==> src/rtl/iso_addr_pkg.sv <==
package iso_addr_pkg;

  localparam int unsigned DEF_NUM_REC = 8;
  localparam int unsigned DEF_NUM_PG  = 7;
  localparam int unsigned DEF_PAGE_W  = 20;
  localparam int unsigned DEF_OFS_W   = 12;
  localparam int unsigned DEF_FIDX_W  = 14;
  localparam int unsigned DEF_MAX_B   = 4;

  typedef enum logic [1:0] {
    STEP_NONE      = 2'd0,
    STEP_IN_PAGE   = 2'd1,
    STEP_NEXT_PAGE = 2'd2,
    STEP_OVERRUN   = 2'd3
  } step_e;

endpackage

==> src/rtl/iso_page_mux.sv <==
module iso_page_mux #(
  parameter int unsigned NUM_PG = 7,
  parameter int unsigned PAGE_W = 20,
  parameter int unsigned IDX_W  = 3
) (
  input  logic [NUM_PG*PAGE_W-1:0] pages_i,
  input  logic [IDX_W-1:0]         idx_i,
  output logic [PAGE_W-1:0]        page_o,
  output logic                     ok_o
);

  logic [PAGE_W-1:0] pg_arr [NUM_PG];

  for (genvar g = 0; g < NUM_PG; g++) begin : g_unpack
    assign pg_arr[g] = pages_i[g*PAGE_W +: PAGE_W];
  end

  always_comb begin
    page_o = '0;
    for (int i = 0; i < NUM_PG; i++) begin
      if (idx_i == IDX_W'(i)) page_o = pg_arr[i];
    end
  end

  assign ok_o = ({1'b0, idx_i} < (IDX_W+1)'(NUM_PG));

endmodule

==> src/rtl/iso_rec_select.sv <==
module iso_rec_select #(
  parameter int unsigned NUM_REC = 8,
  parameter int unsigned OFS_W   = 12,
  parameter int unsigned IDX_W   = 3,
  parameter int unsigned FIDX_W  = 14,
  localparam int unsigned REC_W  = OFS_W + IDX_W + 1,
  localparam int unsigned RSEL_W = $clog2(NUM_REC)
) (
  input  logic [NUM_REC*REC_W-1:0] rec_i,
  input  logic [FIDX_W-1:0]        fidx_i,
  output logic                     act_o,
  output logic [IDX_W-1:0]         psel_o,
  output logic [OFS_W-1:0]         ofs_o
);

  logic [REC_W-1:0]  rec_arr [NUM_REC];
  logic [REC_W-1:0]  rec_sel;
  logic [RSEL_W-1:0] slot;
  logic              unused_fidx;

  for (genvar g = 0; g < NUM_REC; g++) begin : g_unpack
    assign rec_arr[g] = rec_i[g*REC_W +: REC_W];
  end

  assign slot        = fidx_i[RSEL_W-1:0];
  assign unused_fidx = ^fidx_i;

  always_comb begin
    rec_sel = '0;
    for (int i = 0; i < NUM_REC; i++) begin
      if (slot == RSEL_W'(i)) rec_sel = rec_arr[i];
    end
  end

  assign ofs_o  = rec_sel[OFS_W-1:0];
  assign psel_o = rec_sel[OFS_W +: IDX_W];
  assign act_o  = rec_sel[REC_W-1];

endmodule

==> src/rtl/iso_ofs_step.sv <==
module iso_ofs_step
  import iso_addr_pkg::*;
#(
  parameter int unsigned OFS_W  = 12,
  parameter int unsigned IDX_W  = 3,
  parameter int unsigned NUM_PG = 7,
  parameter int unsigned CNT_W  = 3
) (
  input  logic [OFS_W-1:0] ofs_i,
  input  logic [IDX_W-1:0] pidx_i,
  input  logic             adv_i,
  input  logic [CNT_W-1:0] cnt_i,
  output step_e            kind_o,
  output logic [OFS_W-1:0] ofs_nxt_o,
  output logic [IDX_W-1:0] pidx_nxt_o
);

  logic [OFS_W:0] sum;
  logic           carry;
  logic           last_pg;

  assign sum       = {1'b0, ofs_i} + (OFS_W+1)'(cnt_i);
  assign carry     = sum[OFS_W];
  assign last_pg   = (pidx_i == IDX_W'(NUM_PG - 1));
  assign ofs_nxt_o = sum[OFS_W-1:0];

  always_comb begin
    pidx_nxt_o = pidx_i;
    if (!adv_i) begin
      kind_o = STEP_NONE;
    end else if (!carry) begin
      kind_o = STEP_IN_PAGE;
    end else if (last_pg) begin
      kind_o = STEP_OVERRUN;
    end else begin
      kind_o     = STEP_NEXT_PAGE;
      pidx_nxt_o = pidx_i + IDX_W'(1);
    end
  end

endmodule

==> src/rtl/iso_addr_gen.sv <==
module iso_addr_gen
  import iso_addr_pkg::*;
#(
  parameter int unsigned NUM_REC  = DEF_NUM_REC,
  parameter int unsigned NUM_PG   = DEF_NUM_PG,
  parameter int unsigned PAGE_W   = DEF_PAGE_W,
  parameter int unsigned OFS_W    = DEF_OFS_W,
  parameter int unsigned FIDX_W   = DEF_FIDX_W,
  parameter int unsigned MAX_B    = DEF_MAX_B,
  localparam int unsigned IDX_W   = $clog2(NUM_PG),
  localparam int unsigned REC_W   = OFS_W + IDX_W + 1,
  localparam int unsigned CNT_W   = $clog2(MAX_B + 1),
  localparam int unsigned ADDR_W  = PAGE_W + OFS_W
) (
  input  logic                     clk,
  input  logic                     rst,
  input  logic [NUM_REC*REC_W-1:0] rec_i,
  input  logic [NUM_PG*PAGE_W-1:0] page_i,
  input  logic [FIDX_W-1:0]        fidx_i,
  input  logic                     start_i,
  input  logic                     adv_i,
  input  logic [CNT_W-1:0]         adv_bytes_i,
  output logic [ADDR_W-1:0]        addr_o,
  output logic                     valid_o,
  output logic                     page_sw_o,
  output logic                     err_o
);

  logic              rec_act;
  logic [IDX_W-1:0]  rec_psel;
  logic [OFS_W-1:0]  rec_ofs;
  logic [PAGE_W-1:0] start_page;
  logic              start_ok;
  logic [PAGE_W-1:0] next_page;
  logic              next_ok;
  logic              unused_ok;
  logic [IDX_W-1:0]  pidx_q;
  logic [IDX_W-1:0]  pidx_nxt;
  logic [OFS_W-1:0]  ofs_nxt;
  step_e             kind;

  iso_rec_select #(
    .NUM_REC(NUM_REC), .OFS_W(OFS_W), .IDX_W(IDX_W), .FIDX_W(FIDX_W)
  ) u_rec (
    .rec_i (rec_i),
    .fidx_i(fidx_i),
    .act_o (rec_act),
    .psel_o(rec_psel),
    .ofs_o (rec_ofs)
  );

  iso_page_mux #(.NUM_PG(NUM_PG), .PAGE_W(PAGE_W), .IDX_W(IDX_W)) u_pg_start (
    .pages_i(page_i),
    .idx_i  (rec_psel),
    .page_o (start_page),
    .ok_o   (start_ok)
  );

  iso_ofs_step #(
    .OFS_W(OFS_W), .IDX_W(IDX_W), .NUM_PG(NUM_PG), .CNT_W(CNT_W)
  ) u_step (
    .ofs_i     (addr_o[OFS_W-1:0]),
    .pidx_i    (pidx_q),
    .adv_i     (adv_i && valid_o),
    .cnt_i     (adv_bytes_i),
    .kind_o    (kind),
    .ofs_nxt_o (ofs_nxt),
    .pidx_nxt_o(pidx_nxt)
  );

  iso_page_mux #(.NUM_PG(NUM_PG), .PAGE_W(PAGE_W), .IDX_W(IDX_W)) u_pg_next (
    .pages_i(page_i),
    .idx_i  (pidx_nxt),
    .page_o (next_page),
    .ok_o   (next_ok)
  );

  assign unused_ok = next_ok;

  always_ff @(posedge clk) begin
    if (rst) begin
      addr_o    <= '0;
      valid_o   <= 1'b0;
      page_sw_o <= 1'b0;
      err_o     <= 1'b0;
      pidx_q    <= '0;
    end else begin
      page_sw_o <= 1'b0;
      if (start_i) begin
        if (rec_act && start_ok) begin
          addr_o  <= {start_page, rec_ofs};
          pidx_q  <= rec_psel;
          valid_o <= 1'b1;
          err_o   <= 1'b0;
        end else begin
          valid_o <= 1'b0;
          err_o   <= rec_act;
        end
      end else begin
        case (kind)
          STEP_IN_PAGE:   addr_o[OFS_W-1:0] <= ofs_nxt;
          STEP_NEXT_PAGE: begin
            addr_o    <= {next_page, ofs_nxt};
            pidx_q    <= pidx_nxt;
            page_sw_o <= 1'b1;
          end
          STEP_OVERRUN: begin
            valid_o <= 1'b0;
            err_o   <= 1'b1;
          end
          default: ;
        endcase
      end
    end
  end

  // Input assumption: accepted byte counts stay in 1..MAX_B
  p_adv_bytes_r4: assert property (@(posedge clk) disable iff (rst)
    (valid_o && adv_i && !start_i) |->
      (adv_bytes_i != '0 && adv_bytes_i <= CNT_W'(MAX_B)));

  p_hold_idle_r4: assert property (@(posedge clk) disable iff (rst)
    (valid_o && !start_i && !adv_i) |=> $stable(addr_o));

  p_idle_r3: assert property (@(posedge clk) disable iff (rst)
    (!valid_o && !err_o && !start_i) |=> (!valid_o && $stable(addr_o)));

  p_sw_pulse_r5: assert property (@(posedge clk) disable iff (rst)
    page_sw_o |=> !page_sw_o);

  p_sw_valid_r5: assert property (@(posedge clk) disable iff (rst)
    page_sw_o |-> valid_o);

  p_err_hold_r6: assert property (@(posedge clk) disable iff (rst)
    (err_o && !start_i) |=> (err_o && $stable(addr_o)));

  p_excl_r6: assert property (@(posedge clk) disable iff (rst)
    !(valid_o && err_o));

endmodule

==> config.mk <==
export PLATFORM = sky130hd
export DESIGN_NAME = iso_addr_gen
export DESIGN_NICKNAME = d
export VERILOG_FILES = /design/src/rtl/iso_addr_pkg.sv /design/src/rtl/iso_page_mux.sv /design/src/rtl/iso_rec_select.sv /design/src/rtl/iso_ofs_step.sv /design/src/rtl/iso_addr_gen.sv
export SDC_FILE = /design/constraint.sdc
export NUM_CORES = 1
export LEC_CHECK = 0
export BUFFER_PORTS_ARGS = -buffer_cell sky130_fd_sc_hd__buf_2
export CORE_AREA = 2 2 124 126
export DETAILED_ROUTE_END_ITERATION = 10
export DIE_AREA = 0 0 126 128
export GPL_ROUTABILITY_DRIVEN = 0
export PLACE_DENSITY = 0.69
export REMOVE_ABC_BUFFERS = 1
export SETUP_SLACK_MARGIN = 0.05
export SLEW_MARGIN = 5
export SYNTH_ARGS = -nofsm -noshare
export SYNTH_HDL_FRONTEND = slang
export SYNTH_SLANG_ARGS = --single-unit
==> constraint.sdc <==
create_clock -name clk -period 4.6 [get_ports clk]
set_clock_uncertainty 0.05 [all_clocks]
set_input_delay 0.92 -clock clk [delete_from_list [all_inputs] [get_ports clk]]
set_output_delay 0.92 -clock clk [all_outputs]
set_load 0.05 [all_outputs]
==> results list <==
- After the last flow step, the layout net total stands at about 1.3k.
- After synthesis the netlist holds a flip-flop and latch count of 38.
- Startpoint Class: primary input
* List of most frequent post-synthesis cells: 61 x sky130_fd_sc_hd__nand2_1, 60 x sky130_fd_sc_hd__o21ai_0, 50 x sky130_fd_sc_hd__nor2_1
- CTS sink count: 38
* Pin count of the biggest net entering global routing: 39
- Global-route wire length before repair: 37,600 um
- Normalized max-slew margin: 0.249
* Drt initial violations: 615
- The clock passes through at most 2 buffers.
- Gates resized during post-CTS repair numbered 0.
- Delay of the slowest cell on the worst path: 0.90 ns
- Measured in cells, the most critical reg-to-reg path has a length of 11.
* Average vias per placed instance: 6.24
* Cell total after placement: between 1k and 1.5k
- Dividing the final minimum period by the clock period gives 0.847.
- Final hold analysis gives a worst-case slack of 0.414 ns.
* Global route overflow: 0
- The initial utilization of the core area, before any placement, comes to 0.369.
* Via Count: 7,451
- The worst-case IR drop observed on VDD is 0.137 mV.
- Compared with the post-synthesis result, the final layout area differs by 36.3%.
* Die Outline Area: approximately 16,000 um2
* Netlist cell types: 73
- Hold path depth: 2
- For this run, the total global-route usage over all layers was measured as 0.294.
- Once layout is complete, the utilization of the core stands at 0.503.
- Share of the yosys chip area belonging to registers: 0.139
* P per Cell Area: between 200 and 250 nW/um2
- The worst register-to-register path ends at addr_o[17].
* Max-slew violation count: 0
- Count of endpoints failing setup in the final report: 0
* Critical path fanouts, max: 10
* Number of global-route vias before repair: around 7.2k
- Critical path data required time: 4.76 ns
- Count of buffers added by post-CTS timing repair for setup: 0
* CP max-delay cell: sky130_fd_sc_hd__nor2_1
- Worst setup margin: just over 0.7 ns
- Traced cell by cell, the critical path runs through buf_2, ha_1, fa_1, a21oi_1, nor3_1, nand2_1, o21bai_1, ha_1, nor2b_1, nor2_1, a41oi_1, a211oi_1.
* Post-Layout Inst Area: 7470 um2
* # rows: 45
- Routing usage on met2: 0.528
- OpenSTA, run right after detailed placement, puts the worst setup slack at between 0.4 and 0.5 ns.
* Fraction of synthesis flops using an asynchronous set or reset pin: 0
- Top area cells in the synthesized netlist: sky130_fd_sc_hd__dfxtp_1 14%, sky130_fd_sc_hd__mux4_2 10%, sky130_fd_sc_hd__mux2i_1 7.3%
* Most frequent cell after synthesis: sky130_fd_sc_hd__nand2_1
- Counting the buffers created by CTS gives 5.
* Synthesis Warnings: 0
- In this run the horizontal extent of the chip is 126 um.
- Setup repair after global routing missed its margin: no
* Die height: approximately 130 um
* Kind of cell adding the most delay to the critical path: simple AND/OR/NAND/NOR gates
* Number of I/O pins: approximately 320
- Placeable core region: 14,900 um2
- Most used DFF post-synth: sky130_fd_sc_hd__dfxtp_1
- Clock-pin slew of the registers on the worst-case setup and hold paths: roughly 0.060 ns
* Number of max-capacitance violations reported: 0
- Filler cell count in the final layout: around 1.5k
* Slew at the pin with the worst max-slew slack: approximately 1.1 ns
- Once detail routing completed, the nets flagged for antenna violations numbered 0.
- Global-route track usage on met3: 0.0668
* Quantity of hold-fixing buffers added after cts: 0
- In the final layout, the share of cells above drive strength 1 is 0.415.
* Area after DPL: ~7300 um2
- After detailed routing, the number of remaining DRC violations is 0.
* Overall routed net length: approximately 25,000 um
* HPWL Detailed: between 15,000 and 20,000 um
- TritonCTS built the clock tree.
* Post-Synthesis Mean Instance Area: roughly 7.7 um2
- The worst register-to-register path has a setup slack of 1.11 ns.
- Most used cell, CP: sky130_fd_sc_hd__ha_1
- Gr busiest metal: met2
* EDFF count, synth: 0
- The biggest area contributor in the post-synthesis netlist is sky130_fd_sc_hd__dfxtp_1.
- Cell chosen for the clock root: sky130_fd_sc_hd__clkbuf_16
- In this run the critical register-to-register path is launched from addr_o[0].
- Quantity of I/O buffers inserted on ports: roughly 310
- The worst hold path belongs to the class reg -> reg.
- The number of antenna violations at the first check in global routing was 4.
- The share of synthesized area in the top cell type comes to 0.139.
- The final hold violation count was 0.
- In this run the most critical hold path is launched from addr_o[26].
- CTS H-Tree Depth: 2
* Worst Path Class, Setup: in -> reg
- Static power due to leakage: about 0.0034 uW
* Met1 global-route usage: 0.339
- Worst Path Buf+Inv: 1
- The pre-antenna-repair detailed-routing pass consisted of 7 iterations.
- Combined area of all synthesized cells: between 5000 and 6000 um2
- Once layout is complete, the cells apart from fillers number between 1k and 1.5k.
- Worst-Skew Late Latency: 0.30 ns
- Terminating pin of the worst hold path: addr_o[26]
* Highest Clock Rate: 257 MHz
- In the final routed layout, each cell accounts on average for slightly above 20 um.
- In the synthesized netlist, the number of instances is between 700 and 800.
- Post-layout min period: roughly 3.9 ns
- Data arrival, critical path: between 4 and 5 ns
* Setup crit end kind: register
- Result of the run: finished clean
placed cells by master, fill, tap and decap left out, types with 12 or more instances in the layout:
| cell | n |
|---|---|
| sky130_fd_sc_hd__buf_2 | 312 |
| sky130_fd_sc_hd__nand2_1 | 61 |
| sky130_fd_sc_hd__o21ai_0 | 60 |
| sky130_fd_sc_hd__nor2_1 | 49 |
| sky130_fd_sc_hd__a21oi_1 | 45 |
| sky130_fd_sc_hd__mux2i_1 | 40 |
| sky130_fd_sc_hd__dfxtp_1 | 38 |
| sky130_fd_sc_hd__buf_4 | 35 |
| sky130_fd_sc_hd__mux4_2 | 25 |
| sky130_fd_sc_hd__nor3_1 | 22 |
| sky130_fd_sc_hd__inv_1 | 21 |
| sky130_fd_sc_hd__a211oi_1 | 18 |
| sky130_fd_sc_hd__o211ai_1 | 18 |
| sky130_fd_sc_hd__o2bb2ai_1 | 17 |
| sky130_fd_sc_hd__a22oi_1 | 16 |
| sky130_fd_sc_hd__o22ai_1 | 15 |
| sky130_fd_sc_hd__nand3_1 | 14 |
| sky130_fd_sc_hd__a21o_1 | 14 |
| sky130_fd_sc_hd__mux2_2 | 14 |
| sky130_fd_sc_hd__o221ai_1 | 12 |
layer usage:
metal,share of wire,vias to the layer above
li1,-,3441
met1,0.37,3435
met2,0.49,504
met3,0.11,69
met4,0.032,2
met5,0.00028,-
where the power goes:
group	internal (uW)	leakage (uW)	total, uW	switching (uW)
combinational	357	0.00302	853	496
sequential	355	0.000310	379	24.1
clock	216	0.0000739	370	154
total	927	0.00341	1600	675
worst reg2reg max path: cells and delay by family (launching register included):
kind | cells | cell delay, ns
AND/OR/NAND/NOR | 4 | 1.41
flip-flops | 1 | 0.33
adder cells (fa/ha/maj) | 3 | 0.87
AO/OA/AOI/OAI | 4 | 0.76
worst max-delay path by stage:
stage | startpoint | depth (start not counted) | endpoint
floorplan | rec_i[93] | 8 | addr_o[12]
global placement | adv_bytes_i[0] | 12 | addr_o[25]
detailed placement | adv_bytes_i[0] | 12 | addr_o[17]
CTS | adv_bytes_i[0] | 12 | addr_o[12]
global route | adv_bytes_i[0] | 12 | addr_o[12]
finish | adv_bytes_i[0] | 12 | addr_o[17]
area by class of cell:
cell class                 count  area, um2  share of cell area
multi-input combinational    588       4400               0.588
timing repair buffer         348       1840               0.247
sequential                    38        761               0.102
tap                          188        235              0.0315
clock buffer                   7        143              0.0191
inverter                      21       78.8              0.0105
antenna                        4       10.0             0.00134
clock inverter                 1       5.00            0.000670
flip-flops by register name, indices dropped and copies added (netlist names):
register and count:
addr_o 32, pidx_q 3, err_o 1, page_sw_o 1, valid_o 1
logic make-up after synthesis:
logic type,after synthesis,share of synthesized area
AOI/OAI and AO/OA,318,0.415
xor gates and xnor gates,1,0.00160
adders and majority gates,8,0.0196
buffers and inverters,84,0.0639
DFF,38,0.139
muxes,79,0.205
and+or+nand+nor,182,0.156
stage by stage:
| stage | total power, uW | setup TNS (ns) |
|---|---|---|
| floorplan | 881 | -8.01 |
| global placement | 1220 | 0 |
| detailed placement | 1230 | 0 |
| CTS | 1600 | 0 |
| global route | 1690 | 0 |
| finish | 1600 | 0 |
Note: power is estimated with default switching activity, not from simulation.
